===== src/rtl/rxq_pkg.sv =====
package rxq_pkg;

    localparam int FRM_ID_W    = 29;
    localparam int FRM_LEN_W   = 4;
    localparam int FRM_BYTES   = 8;
    localparam int FRM_DATA_W  = FRM_BYTES * 8;

    typedef struct packed {
        logic [FRM_ID_W-1:0]   id;
        logic [FRM_LEN_W-1:0]  len;
        logic [FRM_DATA_W-1:0] data;
    } frame_t;

    typedef enum logic {
        REL_IDLE   = 1'b0,
        REL_ACTIVE = 1'b1
    } rel_state_e;

endpackage


===== src/rtl/rxq_store.sv =====
module rxq_store
    import rxq_pkg::*;
#(
    parameter  int DEPTH = 3,
    localparam int PTR_W = (DEPTH > 1) ? $clog2(DEPTH) : 1,
    localparam int CNT_W = $clog2(DEPTH + 1)
) (
    input  logic             clk,
    input  logic             rst_n,
    input  logic             push,
    input  logic             pop,
    input  logic             ovw,
    input  frame_t           wr_frame,
    output frame_t           head_frame,
    output logic [CNT_W-1:0] count
);

    function automatic logic [PTR_W-1:0] ptr_next(input logic [PTR_W-1:0] p);
        return (p == PTR_W'(DEPTH - 1)) ? '0 : p + PTR_W'(1);
    endfunction

    function automatic logic [PTR_W-1:0] ptr_prev(input logic [PTR_W-1:0] p);
        return (p == '0) ? PTR_W'(DEPTH - 1) : p - PTR_W'(1);
    endfunction

    logic [PTR_W-1:0] wr_ptr;
    logic [PTR_W-1:0] rd_ptr;
    logic [PTR_W-1:0] tail_ptr;
    frame_t           slot_q [DEPTH];

    assign tail_ptr = ptr_prev(wr_ptr);

    // One register bank per slot; a slot is written by a normal store at
    // the write pointer or by an overwrite of the newest entry.
    for (genvar i = 0; i < DEPTH; i++) begin : g_slot
        logic slot_we;
        assign slot_we = (push && (wr_ptr == PTR_W'(i))) ||
                         (ovw  && (tail_ptr == PTR_W'(i)));
        always_ff @(posedge clk or negedge rst_n) begin
            if (!rst_n) begin
                slot_q[i] <= '0;
            end else if (slot_we) begin
                slot_q[i] <= wr_frame;
            end
        end
    end

    always_ff @(posedge clk or negedge rst_n) begin
        if (!rst_n) begin
            wr_ptr <= '0;
            rd_ptr <= '0;
            count  <= '0;
        end else begin
            if (push) begin
                wr_ptr <= ptr_next(wr_ptr);
            end
            if (pop) begin
                rd_ptr <= ptr_next(rd_ptr);
            end
            unique case ({push, pop})
                2'b10:   count <= count + CNT_W'(1);
                2'b01:   count <= count - CNT_W'(1);
                default: count <= count;
            endcase
        end
    end

    assign head_frame = (count != '0) ? slot_q[rd_ptr] : '0;

endmodule


===== src/rtl/rxq_release_fsm.sv =====
module rxq_release_fsm
    import rxq_pkg::*;
(
    input  logic clk,
    input  logic rst_n,
    input  logic rel_wr,
    input  logic q_empty,
    output logic pop,
    output logic busy
);

    rel_state_e state_q;
    rel_state_e state_d;

    always_ff @(posedge clk or negedge rst_n) begin
        if (!rst_n) begin
            state_q <= REL_IDLE;
        end else begin
            state_q <= state_d;
        end
    end

    always_comb begin
        state_d = state_q;
        unique case (state_q)
            REL_IDLE:   if (rel_wr && !q_empty) state_d = REL_ACTIVE;
            REL_ACTIVE: state_d = REL_IDLE;
            default:    state_d = REL_IDLE;
        endcase
    end

    always_comb begin
        pop  = 1'b0;
        busy = 1'b0;
        unique case (state_q)
            REL_IDLE:   begin pop = 1'b0; busy = 1'b0; end
            REL_ACTIVE: begin pop = 1'b1; busy = 1'b1; end
            default:    begin pop = 1'b0; busy = 1'b0; end
        endcase
    end

endmodule


===== src/rtl/rxq_top.sv =====
module rxq_top
    import rxq_pkg::*;
#(
    parameter  int DEPTH = 3,
    localparam int CNT_W = $clog2(DEPTH + 1)
) (
    input  logic                  clk,
    input  logic                  rst_n,
    input  logic                  rx_valid,
    input  logic [FRM_ID_W-1:0]   rx_id,
    input  logic [FRM_LEN_W-1:0]  rx_len,
    input  logic [FRM_DATA_W-1:0] rx_data,
    input  logic                  lock_en,
    input  logic                  rel_wr,
    input  logic                  ovr_clr,
    output logic [FRM_ID_W-1:0]   mb_id,
    output logic [FRM_LEN_W-1:0]  mb_len,
    output logic [FRM_DATA_W-1:0] mb_data,
    output logic [CNT_W-1:0]      pend_cnt,
    output logic                  q_full,
    output logic                  ovr_flag,
    output logic                  rel_busy
);

    frame_t in_frame;
    frame_t head_frame;
    logic   pop;
    logic   accept;
    logic   ovr_hit;
    logic   ovw;

    assign in_frame = '{id: rx_id, len: rx_len, data: rx_data};
    assign q_full   = (pend_cnt == CNT_W'(DEPTH));
    // A release completing this cycle frees a slot for the arrival.
    assign accept   = rx_valid && (!q_full || pop);
    assign ovr_hit  = rx_valid && q_full && !pop;
    assign ovw      = ovr_hit && !lock_en;

    rxq_release_fsm u_rel (
        .clk     (clk),
        .rst_n   (rst_n),
        .rel_wr  (rel_wr),
        .q_empty (pend_cnt == '0),
        .pop     (pop),
        .busy    (rel_busy)
    );

    rxq_store #(.DEPTH(DEPTH)) u_store (
        .clk        (clk),
        .rst_n      (rst_n),
        .push       (accept),
        .pop        (pop),
        .ovw        (ovw),
        .wr_frame   (in_frame),
        .head_frame (head_frame),
        .count      (pend_cnt)
    );

    always_ff @(posedge clk or negedge rst_n) begin
        if (!rst_n) begin
            ovr_flag <= 1'b0;
        end else if (ovr_hit) begin
            ovr_flag <= 1'b1;
        end else if (ovr_clr) begin
            ovr_flag <= 1'b0;
        end
    end

    assign mb_id   = head_frame.id;
    assign mb_len  = head_frame.len;
    assign mb_data = head_frame.data;

endmodule


===== config.mk =====
export PLATFORM = sky130hd
export DESIGN_NAME = rxq_top
export DESIGN_NICKNAME = d
export VERILOG_FILES = /design/src/rtl/rxq_pkg.sv /design/src/rtl/rxq_store.sv /design/src/rtl/rxq_release_fsm.sv /design/src/rtl/rxq_top.sv
export SDC_FILE = /design/constraint.sdc
export NUM_CORES = 1
export LEC_CHECK = 0
export CORE_MARGIN = 8
export CORE_UTILIZATION = 50
export CTS_CLUSTER_DIAMETER = 200
export CTS_CLUSTER_SIZE = 14
export DETAILED_ROUTE_END_ITERATION = 8
export PLACE_DENSITY = 0.73
export SKIP_CTS_REPAIR_TIMING = 1
export SLEW_MARGIN = 30
export SYNTH_ARGS = -nofsm -noshare
export SYNTH_HDL_FRONTEND = slang
export SYNTH_SLANG_ARGS = --single-unit

===== constraint.sdc =====
create_clock -name clk -period 6 [get_ports clk]
set_input_delay 0.9 -clock clk [delete_from_list [all_inputs] [get_ports clk]]
set_output_delay 0.9 -clock clk [all_outputs]
set_load 0.01 [all_outputs]

[Word-level counts from Yosys, hierarchy flattened]
Cells that the tools add are included.
Word-level totals
  logic and storage cells: 68
  register bits after elaboration: 299
Cells by class
  equality and inequality tests: 8
  reductions and logical operators: 25
  magnitude comparators: 1
  multiplexer cells: 13
  add/subtract/negate cells: 5
  bitwise operators: 2
Operators with widths (number)
  two-way mux 97 bit: 3
  binary-select mux 97 bit (select 2 bit): 1
  logical AND 1 bit: 11
  equality test 2 bit (second input constant): 5
  adder 2 x 1 -> 2 bit (second input constant): 3
  equality test 2 x 1 -> 1 bit (second input constant): 3
  zero test 2 bit: 3
  two-way mux 2 bit: 3
  nonzero test 2 bit: 3
  zero test 1 bit: 4
  logical OR 1 bit: 4
  one-hot mux 1 bit (2 select lines): 2
  one-hot mux 2 bit (2 select lines): 1
  subtractor 2 x 1 -> 2 bit (second input constant): 2
  >= comparator 3 bit (second input constant): 1
  two-way mux 1 bit: 3
  NOT 2 -> 3 bit: 1
  NOT 1 bit: 1

[Depth between registers and ports, before layout]
  depth in word-level cells: 7
  mapped depth: 8
  depth with buffers taken out: 5

[Cells and area by module]
Synthesis repeated with hierarchy kept, for this count alone.
Unflattened totals
  cell total of the unflattened synthesis: 1089
  area total of the unflattened synthesis: 14427.6 um^2
By module, submodules not included
  rxq_store: times used 1, seq. area each 7432.1 um^2, area each 14302.5 um^2, cells an instance 1077
  rxq_top: times used 1, seq. area each 25.0 um^2, area each 80.1 um^2, cells an instance 9
  rxq_release_fsm: times used 1, seq. area each 25.0 um^2, area each 45.0 um^2, cells an instance 3

[Worst setup path after synthesis]
OpenSTA, ideal clock, no wires.
  path kind: reg-to-output
  start: reg u_store.rd_ptr[0]
  end: out mb_id[0]
  data arrival time: 1.627 ns
  setup slack: 3.473 ns
  data required time: 5.100 ns
  path buffers: 3
  stages on the path, launching flop included: 8
  cell sequence: dfrtp_1 > buf_2 > inv_1 > nor2_1 > clkbuf_1 > buf_1 > a21oi_1 > nor2_1
Between the ends
  cells in the longest elaborated chain, start to end: 5
RTL lines
  start: declaration: RTL line rxq_store.sv:27  | logic [PTR_W-1:0] rd_ptr;
  start signal: assignment: RTL line rxq_store.sv:58  | rd_ptr <= ptr_next(rd_ptr);
  NOT 2 -> 3 bit (implied by the code): RTL line rxq_store.sv:68  | assign head_frame = (count != '0) ? slot_q[rd_ptr] : '0;
  binary-select mux 97 bit (select 2 bit): RTL line rxq_store.sv:68
  two-way mux 97 bit (implied by the code) (2 in a row): RTL line rxq_store.sv:68
  two-way mux 97 bit: RTL line rxq_store.sv:68
  end: declaration: RTL line rxq_top.sv:16  | output logic [FRM_ID_W-1:0] mb_id,
No other way between the ends. The select of a mux whose other input is x is not followed.

[Worst setup path after layout]
  start: reg u_store.rd_ptr[0]
  end: out mb_data[42]
Between the ends
  cells in the longest elaborated chain, start to end: 5
RTL lines
  NOT 2 -> 3 bit (implied by the code): RTL line rxq_store.sv:68
  binary-select mux 97 bit (select 2 bit): RTL line rxq_store.sv:68
  two-way mux 97 bit (implied by the code) (2 in a row): RTL line rxq_store.sv:68
  two-way mux 97 bit: RTL line rxq_store.sv:68
  end: declaration: RTL line rxq_top.sv:18  | output logic [FRM_DATA_W-1:0] mb_data,
No other way between the ends. The select of a mux whose other input is x is not followed.

==> metrics.cfg <==
[status]
status=complete, no violations

[logic_synthesis]
synth_top_area_share_pct=54.6
synth_cell_type_count=26
synthCells=1093
yosys-top-cells-area=dfrtp_1 55%, mux2_2 21%, mux2i_1 7.2%
synth_warnings=0
seq_area_frac_synth_pct=54.6
yosysTopAreaCell=dfrtp_1
synth_area_sq_um=13700
synth_nets=1201
ys_seq_elements=299
postSynthAreaPerCell_sq_um=12.5

[global_route]
gr-usage-met3_pct=4.25
grt_pass1_wl_microns=52900
gr-total-overflow=0
antenna_found_initial=0
grt_pass1_vias=9783
grt_busiest_layer=met2
grt_max_degree=126
use_met2_pct=34.3
grt_use_met1_pct=24.4
grt_use_total_pct=19.5

[power_and_ir_drop]
p_seq_share_pct=37.9
power.share.clock_pct=14.7
swShare_pct=34.1
p_int_mw=6.41
cellLeakagePower_nw=7.11
ir_drop_uv=320
combPwrFrac_pct=47.4
p_per_area_nw_per_um2=582
power_switching_mw=3.31

[floorplan]
io_pins=205
die_area_sq_um=33000
dieWidth_microns=182
coreArea_sq_um=27000
die_h_microns=182
core.rowCount=60
start_util_pct=50.9

[detailed_routing]
firstDrtPassIters=4
wl_per_cell_microns=19.9
routed_via_density=5.52
ant_nets=0
drt_iter0_markers=389
drc=0
drt-total-wl_microns=32100
vias=8897

[critical_path]
cp_slowest_cell=dfrtp_4
cp.buffers_inverters=3
path_max_fanout=63
required_ns=5.10
cp-end-kind=primary output
crit_path_start_kind=flip-flop
arrival_ns=3.38
max_stage_delay_ns=0.85
crit_type=reg -> out
crit_family=buffers and inverters
worstPathCellList=inv_1, nor2_4, buf_4, a21oi_1, nor2_1, clkdlybuf4s50_1

[cells_and_area]
multi_input_area_sq_um=5880
regArea_sq_um=7490
fin_util_pct=62.0
final_cells=1611
drive_gt1_share_pct=26.8
area_growth_pct=22.0
nNetsFinal=1376
fillers=2162

[clock_network]
htree_levels=1
clockBufferDepth=3
cts_tree=yes
clk_latency_ns=0.52
cts-root-buf=clkbuf_16
clkTransAtPathRegs_ns=0.07
cts_buffers=25
clock-sinks=299

[timing]
setup_viol=0
worst_clock_skew_ns=0.0131
hold_viol=0
fin_tns_setup_ns=0
drv_slew=0
max_freq_mhz=234
fin_crit_sh_pct=71.4
rsz0062_at_grt=false
post-route-min-period_ns=4.28
relSlewSlack_pct=45.5
tightest_slew_ns=0.817

[flow_run]
drv_cap=0

[placement]
dpl.hpwl_microns=20300
place_inst=1581
routabilityCongestion=0.765
portBuffers=204

[hold_path]
hold_class=in -> async

## stage by stage
step / hold slack (ns) / setup WS [ns] / instance area (sq um) / total power [mW]
after floorplan: 0.464 / 3.47 / 13700 / 6.47
after global routing: 0.288 / 1.56 / 16700 / 10.4
after detailed placement: 0.487 / 2.27 / 16000 / 8.37
after CTS: 0.502 / 1.70 / 16700 / 9.85
after global placement: 0.475 / 2.29 / 16000 / 8.24
final: 0.279 / 1.72 / 16700 / 9.73
## area by class of cell
type | count | share of cell area [%]
antenna | 1 | 0.0150
timing repair buffer | 222 | 13.5
clock inverter | 1 | 0.0673
clock buffer | 27 | 3.79
sequential | 299 | 44.8
inverter | 5 | 0.112
multi-input combinational | 715 | 35.2
tap | 341 | 2.55
## cell families (layout without fill, tap and decap cells)
family / after synthesis / in the layout / share of synthesized area, %
AO/OA/AOI/OAI: 107 / 107 / 4.07
adder cells (fa/ha/maj): 5 / 5 / 0.456
buffers and inverters: 79 / 255 / 2.83
flip-flops: 299 / 299 / 54.6
multiplexers: 390 / 390 / 32.0
other: 0 / 1 / 0
AND/OR/NAND/NOR: 213 / 213 / 6.11
## routing by layer
layer,part of all wire (%),vias to the layer above
li1,-,4108
met2,50,192
met1,43,4566
met4,1.5,0
met3,5.2,31
met5,0,-
## placed cells by master, fill, tap and decap left out, drive strengths merged, types with 5 or more instances in the layout
cell type | synthesis | routed
mux2i | 99 | 99
nor2 | 197 | 197
inv | 5 | 6
a21oi | 98 | 98
nand2 | 7 | 7
ha | 5 | 5
clkbuf | 26 | 27
clkdlybuf4s50 | 0 | 203
dfrtp | 299 | 299
nand2b | 5 | 5
buf | 48 | 19
mux2 | 291 | 291
## path summary, 6_finish.rpt
path                                     startpoint                  end  slack, ns  cells after the start
worst min-delay path                          rst_n   u_store.slot_q[88]       0.28                      1
worst max register to register     u_store.count[0]  u_store.slot_q[248]       3.22                      6
worst max-delay path              u_store.rd_ptr[0]          mb_data[42]       1.72                      6
min in group clk                u_store.slot_q[251]  u_store.slot_q[251]       0.49                      1
worst min register to register  u_store.slot_q[251]  u_store.slot_q[251]       0.49                      1
max in group asynchronous                     rst_n  u_store.slot_q[155]       4.65                      2
## power groups by stage
stage	clock network, mW	logic [mW]	registers [mW]
after floorplan	0	3.03	3.43
after global routing	1.55	5.04	3.81
after global placement	0	4.58	3.66
after CTS	1.48	4.69	3.68
final	1.43	4.61	3.69
after detailed placement	0	4.66	3.71
## synthesized netlist by cell type
cell	instances
mux2i_1	99
nor2_1	197
nand3b_1	1
nor3b_2	1
dfrtp_1	299
o22ai_1	1
a21oi_1	98
buf_4	5
clkbuf_1	26
inv_1	5
ha_1	5
a32o_1	1
buf_2	34
o211ai_1	1
buf_6	4
o21a_1	1
mux2_1	5
nor3b_1	1
mux2_4	30
nand2_1	7
nand2b_1	5
and4bb_2	1
a32oi_2	1
o21ai_0	4
mux2_2	256
buf_1	5
## flip-flops by register name (all words and copies together), names as in the netlist
signal and flops:
u_store.slot_q 291, u_store.count 2, u_store.rd_ptr 2, u_store.wr_ptr 2, ovr_flag 1, u_rel.state_q 1
Power figures use the tool's default switching activity.
